==> config.mk <==
export PLATFORM = sky130hd
export DESIGN_NAME = bidir_pport_data
export DESIGN_NICKNAME = d
export VERILOG_FILES = /design/src/rtl/pp_pkg.sv /design/src/rtl/pp_sync.sv /design/src/rtl/pp_out_stage.sv /design/src/rtl/pp_read_mux.sv /design/src/rtl/bidir_pport_data.sv
export SDC_FILE = /design/constraint.sdc
export NUM_CORES = 1
export LEC_CHECK = 0
export BUFFER_PORTS_ARGS = -buffer_cell sky130_fd_sc_hd__buf_4
export CELL_PAD_IN_SITES_DETAIL_PLACEMENT = 2
export CELL_PAD_IN_SITES_GLOBAL_PLACEMENT = 2
export CORE_AREA = 2 2 62 64
export CTS_BUF_LIST = sky130_fd_sc_hd__clkbuf_8
export CTS_CLUSTER_DIAMETER = 50
export DETAILED_ROUTE_END_ITERATION = 10
export DIE_AREA = 0 0 64 66
export HOLD_SLACK_MARGIN = 0.15
export PLACE_DENSITY = 0.91
export SLEW_MARGIN = 30
export SYNTH_ARGS = -nofsm -noshare
export SYNTH_HDL_FRONTEND = slang
export SYNTH_SLANG_ARGS = --single-unit
export TNS_END_PERCENT = 1
==> constraint.sdc <==
create_clock -name clk_i -period 2.2 [get_ports clk_i]
set_clock_uncertainty 0.05 [all_clocks]
set_input_delay 0.55 -clock clk_i [delete_from_list [all_inputs] [get_ports clk_i]]
set_output_delay 0.55 -clock clk_i [all_outputs]
set_load 0.02 [all_outputs]
==> src/rtl/pp_pkg.sv <==
package pp_pkg;
  localparam int unsigned DATA_W = 8;
  typedef enum logic {
    DIR_WRITE = 1'b0,
    DIR_READ  = 1'b1
  } dir_e;
endpackage

==> src/rtl/pp_sync.sv <==
module pp_sync #(
  parameter int unsigned WIDTH  = 8,
  parameter int unsigned STAGES = 2
) (
  input  logic             clk_i,
  input  logic             rst_ni,
  input  logic [WIDTH-1:0] d_i,
  output logic [WIDTH-1:0] q_o
);
  logic [WIDTH-1:0] stage_q [STAGES];

  generate
    for (genvar s = 0; s < STAGES; s++) begin : g_stage
      if (s == 0) begin : g_first
        always_ff @(posedge clk_i or negedge rst_ni) begin
          if (!rst_ni) stage_q[0] <= '0;
          else         stage_q[0] <= d_i;
        end
      end else begin : g_rest
        always_ff @(posedge clk_i or negedge rst_ni) begin
          if (!rst_ni) stage_q[s] <= '0;
          else         stage_q[s] <= stage_q[s-1];
        end
      end
    end
  endgenerate

  assign q_o = stage_q[STAGES-1];
endmodule

==> src/rtl/pp_out_stage.sv <==
module pp_out_stage
  import pp_pkg::*;
#(
  parameter int unsigned WIDTH = 8
) (
  input  logic             clk_i,
  input  logic             rst_ni,
  input  logic             ext_mode_i,
  input  logic             data_wr_i,
  input  logic [WIDTH-1:0] wr_data_i,
  input  logic             dir_wr_i,
  input  logic             dir_i,
  output logic [WIDTH-1:0] latch_o,
  output dir_e             dir_o,
  output logic             oe_o
);
  logic [WIDTH-1:0] latch_q;
  dir_e             dir_q;

  // latch is written in every mode and direction
  always_ff @(posedge clk_i or negedge rst_ni) begin
    if (!rst_ni)        latch_q <= '0;
    else if (data_wr_i) latch_q <= wr_data_i;
  end

  always_ff @(posedge clk_i or negedge rst_ni) begin
    if (!rst_ni)       dir_q <= DIR_WRITE;
    else if (dir_wr_i) dir_q <= dir_e'(dir_i);
  end

  // direction only matters in extended mode
  always_comb oe_o = !ext_mode_i || (dir_q == DIR_WRITE);

  assign latch_o = latch_q;
  assign dir_o   = dir_q;
endmodule

==> src/rtl/pp_read_mux.sv <==
module pp_read_mux
  import pp_pkg::*;
#(
  parameter int unsigned WIDTH = 8
) (
  input  logic             clk_i,
  input  logic             rst_ni,
  input  logic             ext_mode_i,
  input  dir_e             dir_i,
  input  logic             rd_i,
  input  logic [WIDTH-1:0] latch_i,
  input  logic [WIDTH-1:0] pins_i,
  output logic [WIDTH-1:0] rd_data_o
);
  logic             sel_pins;
  logic [WIDTH-1:0] rd_src;
  logic [WIDTH-1:0] rd_q;

  always_comb begin
    sel_pins = ext_mode_i && (dir_i == DIR_READ);
    rd_src   = sel_pins ? pins_i : latch_i;
  end

  always_ff @(posedge clk_i or negedge rst_ni) begin
    if (!rst_ni)   rd_q <= '0;
    else if (rd_i) rd_q <= rd_src;
  end

  assign rd_data_o = rd_q;
endmodule

==> src/rtl/bidir_pport_data.sv <==
module bidir_pport_data
  import pp_pkg::*;
#(
  parameter int unsigned WIDTH       = DATA_W,
  parameter int unsigned SYNC_STAGES = 2
) (
  input  logic             clk_i,
  input  logic             rst_ni,
  input  logic             ext_mode_i,
  input  logic             data_wr_i,
  input  logic [WIDTH-1:0] wr_data_i,
  input  logic             rd_i,
  output logic [WIDTH-1:0] rd_data_o,
  input  logic             dir_wr_i,
  input  logic             dir_i,
  output logic [WIDTH-1:0] pad_o,
  output logic             pad_oe_o,
  input  logic [WIDTH-1:0] pad_i
);
  logic [WIDTH-1:0] latch_w;
  logic [WIDTH-1:0] pins_sync;
  dir_e             dir_w;

  pp_out_stage #(.WIDTH(WIDTH)) u_out (
    .clk_i      (clk_i),
    .rst_ni     (rst_ni),
    .ext_mode_i (ext_mode_i),
    .data_wr_i  (data_wr_i),
    .wr_data_i  (wr_data_i),
    .dir_wr_i   (dir_wr_i),
    .dir_i      (dir_i),
    .latch_o    (latch_w),
    .dir_o      (dir_w),
    .oe_o       (pad_oe_o)
  );

  pp_sync #(.WIDTH(WIDTH), .STAGES(SYNC_STAGES)) u_sync (
    .clk_i  (clk_i),
    .rst_ni (rst_ni),
    .d_i    (pad_i),
    .q_o    (pins_sync)
  );

  pp_read_mux #(.WIDTH(WIDTH)) u_rd (
    .clk_i      (clk_i),
    .rst_ni     (rst_ni),
    .ext_mode_i (ext_mode_i),
    .dir_i      (dir_w),
    .rd_i       (rd_i),
    .latch_i    (latch_w),
    .pins_i     (pins_sync),
    .rd_data_o  (rd_data_o)
  );

  assign pad_o = latch_w;
endmodule

==> metrics.txt <==
via-per-instance ratio=approximately 4.8; Cell Chain, Critical Path=nand2_1 > buf_4; Slew HR=a little under two thirds; global route overflow=0; unique cell type count in the Yosys netlist=13; M2 GR Usage=26.6%; Fmax=540 MHz; max_cap viols=0; GPL Wtd Cong=0.708; IO Port Bufs=39; number of global-route vias before repair=between 800 and 900; setup bufs post-CTS=0; Core Util, Final=a little under half; Worst IR Drop VDD=0.000403 V; Final Hold Fails=0; GRT Resource Usage Total=between 10% and 20%; CTS Root Cell=clkbuf_8; post-synthesis mux area share=8.54%; CORE AREA=about 0.0036 mm^2; Synth Register Bits=33; Fin Setup TNS=0 ns; critical path type=flop to primary output; main combinational cell family by area after synthesis=compound AO/OA/AOI/OAI gates; Worst Reg-to-Reg Cells=2; DR DRC count=0; power density over cell area=roughly 990 mW/mm^2; M1 GR Usage=16.9%; RR Startpoint=u_out.dir_o; H-tree levels=2; total power=approximately 0.0016 W; status=completed; I/O pins=40; Die Wd=approximately 64 um; CP required=around 1.6 ns; Synth Area in Simple Gates=between 6 and 7%; first-pass GRT wire length=4.57 mm; Die Area=roughly 0.0042 mm^2; post-synthesis xor/xnor area fraction=0%; endpoint type of the worst setup path=primary output; drt first-iter violations=34; DIE HEIGHT=around 66 um; flop2flop setup slack=~0.98 ns; reg-to-reg endpoint=u_rd.rd_data_o[5]; largest net degree at the start of global routing=34; post-cts repair resize count=0; Critical Path Start Type=flop; share of cells above drive strength 1=between 50% and 60%; Final Critical Period=~1.9 ns; Syn Area/Cell=approximately 14 um^2; worst-margin pin slew=~0.54 ns; Area Growth Syn to Fin=36.2%; post-synth top area cell=dfrtp_1; drt pass-1 iters=4; Setup violations, final=0; Synth Area in Adders=0%; RSZ-0062 raised after global routing=false; final wirelength=about 2.9 mm; vias=821; Cell Area, Synth=0.00119 mm^2; CTS sink cnt=33; Num CTS Buffers=5; Antenna Cells=0; met3 GRT Util=~5.1%; Final period util=between 80% and 90%; Worst-Skew Late Latency=0.29 ns; GRT busiest layer=met2; nets=144; CP max stage delay=roughly 0.68 ns; Hold WC Path Type=primary input to asynchronous set/reset pin; Routed Antenna Nets=0; CTS tree=done; Post-CTS Hold Fix Bufs=0; register area share after synthesis=a little over two thirds; HPWL after DPL=approximately 2.0 mm; per-cell routed wire length=between 15 and 20 um; initial antenna violation count=0; yosys synthesis warning count=0; leakage power=about 0.75 nW; largest cells by area after synthesis=dfrtp_1, mux2_2, a21bo_2; critical path arrival=roughly 1.3 ns; Slowest-stage cell, CP=dfrtp_1; Post-Syn Instances=82; Synth top area share=between 60% and 70%; deepest clock path buffer count=2; clock slew at reported path FFs=about 0.070 ns; Slew Limit Fails=0; Max FO, Critical Path=18; Compound-Gate Fraction of Synth Area=a little over a tenth; Initial Utilization=between 30% and 40%; Cell Rows=22; Syn Nets=between 100 and 150
## metrics by stage
stage          cell area [um^2]  hold slack [ns]  cells  setup WS, ns
2_1_floorplan              1190            0.204     82         0.657
3_3_place_gp               1480            0.284    162         0.601
3_5_place_dp               1480            0.288    162         0.580
4_1_cts                    1620            0.154    170         0.323
5_1_grt                    1620            0.165    170         0.259
6_report                   1620            0.148    170         0.349
## routing by layer
metal / up-vias / part of all wire, %
met4: 0 / 1.5
met3: 4 / 4.9
met1: 428 / 40
li1: 363 / -
met2: 26 / 53
met5: - / 0
## how the worst max path moves through the flow
stage | from | slack, ns | endpoint
after floorplan | ext_mode_i | 0.66 | pad_oe_o
after global placement | ext_mode_i | 0.60 | pad_oe_o
after detailed placement | ext_mode_i | 0.58 | pad_oe_o
after CTS | u_out.dir_o | 0.32 | pad_oe_o
after global routing | u_out.dir_o | 0.26 | pad_oe_o
final | u_out.dir_o | 0.35 | pad_oe_o
## synth_stat cells
cell / instances
dfrtp_1: 33
mux2_2: 9
a31oi_1: 8
nand3_1: 8
nor2_1: 8
a21bo_2: 7
buf_2: 2
buf_4: 2
a21bo_1: 1
buf_6: 1
buf_8: 1
clkbuf_2: 1
nand2_1: 1
## cell type report
cell class / instances / area (um^2)
Fill cell: 349 / 1930
Sequential cell: 33 / 826
Multi-Input combinational cell: 42 / 305
Timing Repair Buffer: 39 / 293
Clock buffer: 5 / 68.8
Clock inverter: 3 / 65.1
Tap cell: 48 / 60.1
## critical path: cells and delay by family, from the launching register on
kind,cells,cell delay (ns)
simple gates,1,0.10
buf+inv,1,0.18
flops,1,0.68
## kinds of logic (layout without fill, tap and decap cells)
family,Yosys count,after routing
flops,33,33
compound gates,16,16
mux,9,9
simple gates,17,17
buf+inv,7,47
## layout by cell type, fill, tap and decap left out, drive strengths merged
cell type,instances
buf,39
clkinv,1
nor2,8
a21bo,8
bufinv,2
nand3,8
mux2,9
a31oi,8
nand2,1
dfrtp,33
clkbuf,5
## state kept, by name, summed over array words and instances, names as in the netlist
name and cells:
u_sync.stage_q 8, u_out.latch_o 8, u_out.dir_o 1, u_rd.rd_data_o 8, u_sync.q_o 8
## power breakdown
group,switching [W],internal (W),total [W]
Clock,0.000223,0.000450,0.000673
Combinational,0.000111,0.000113,0.000224
Sequential,0.0000415,0.000659,0.000700
Power figures use the tool's default switching activity.
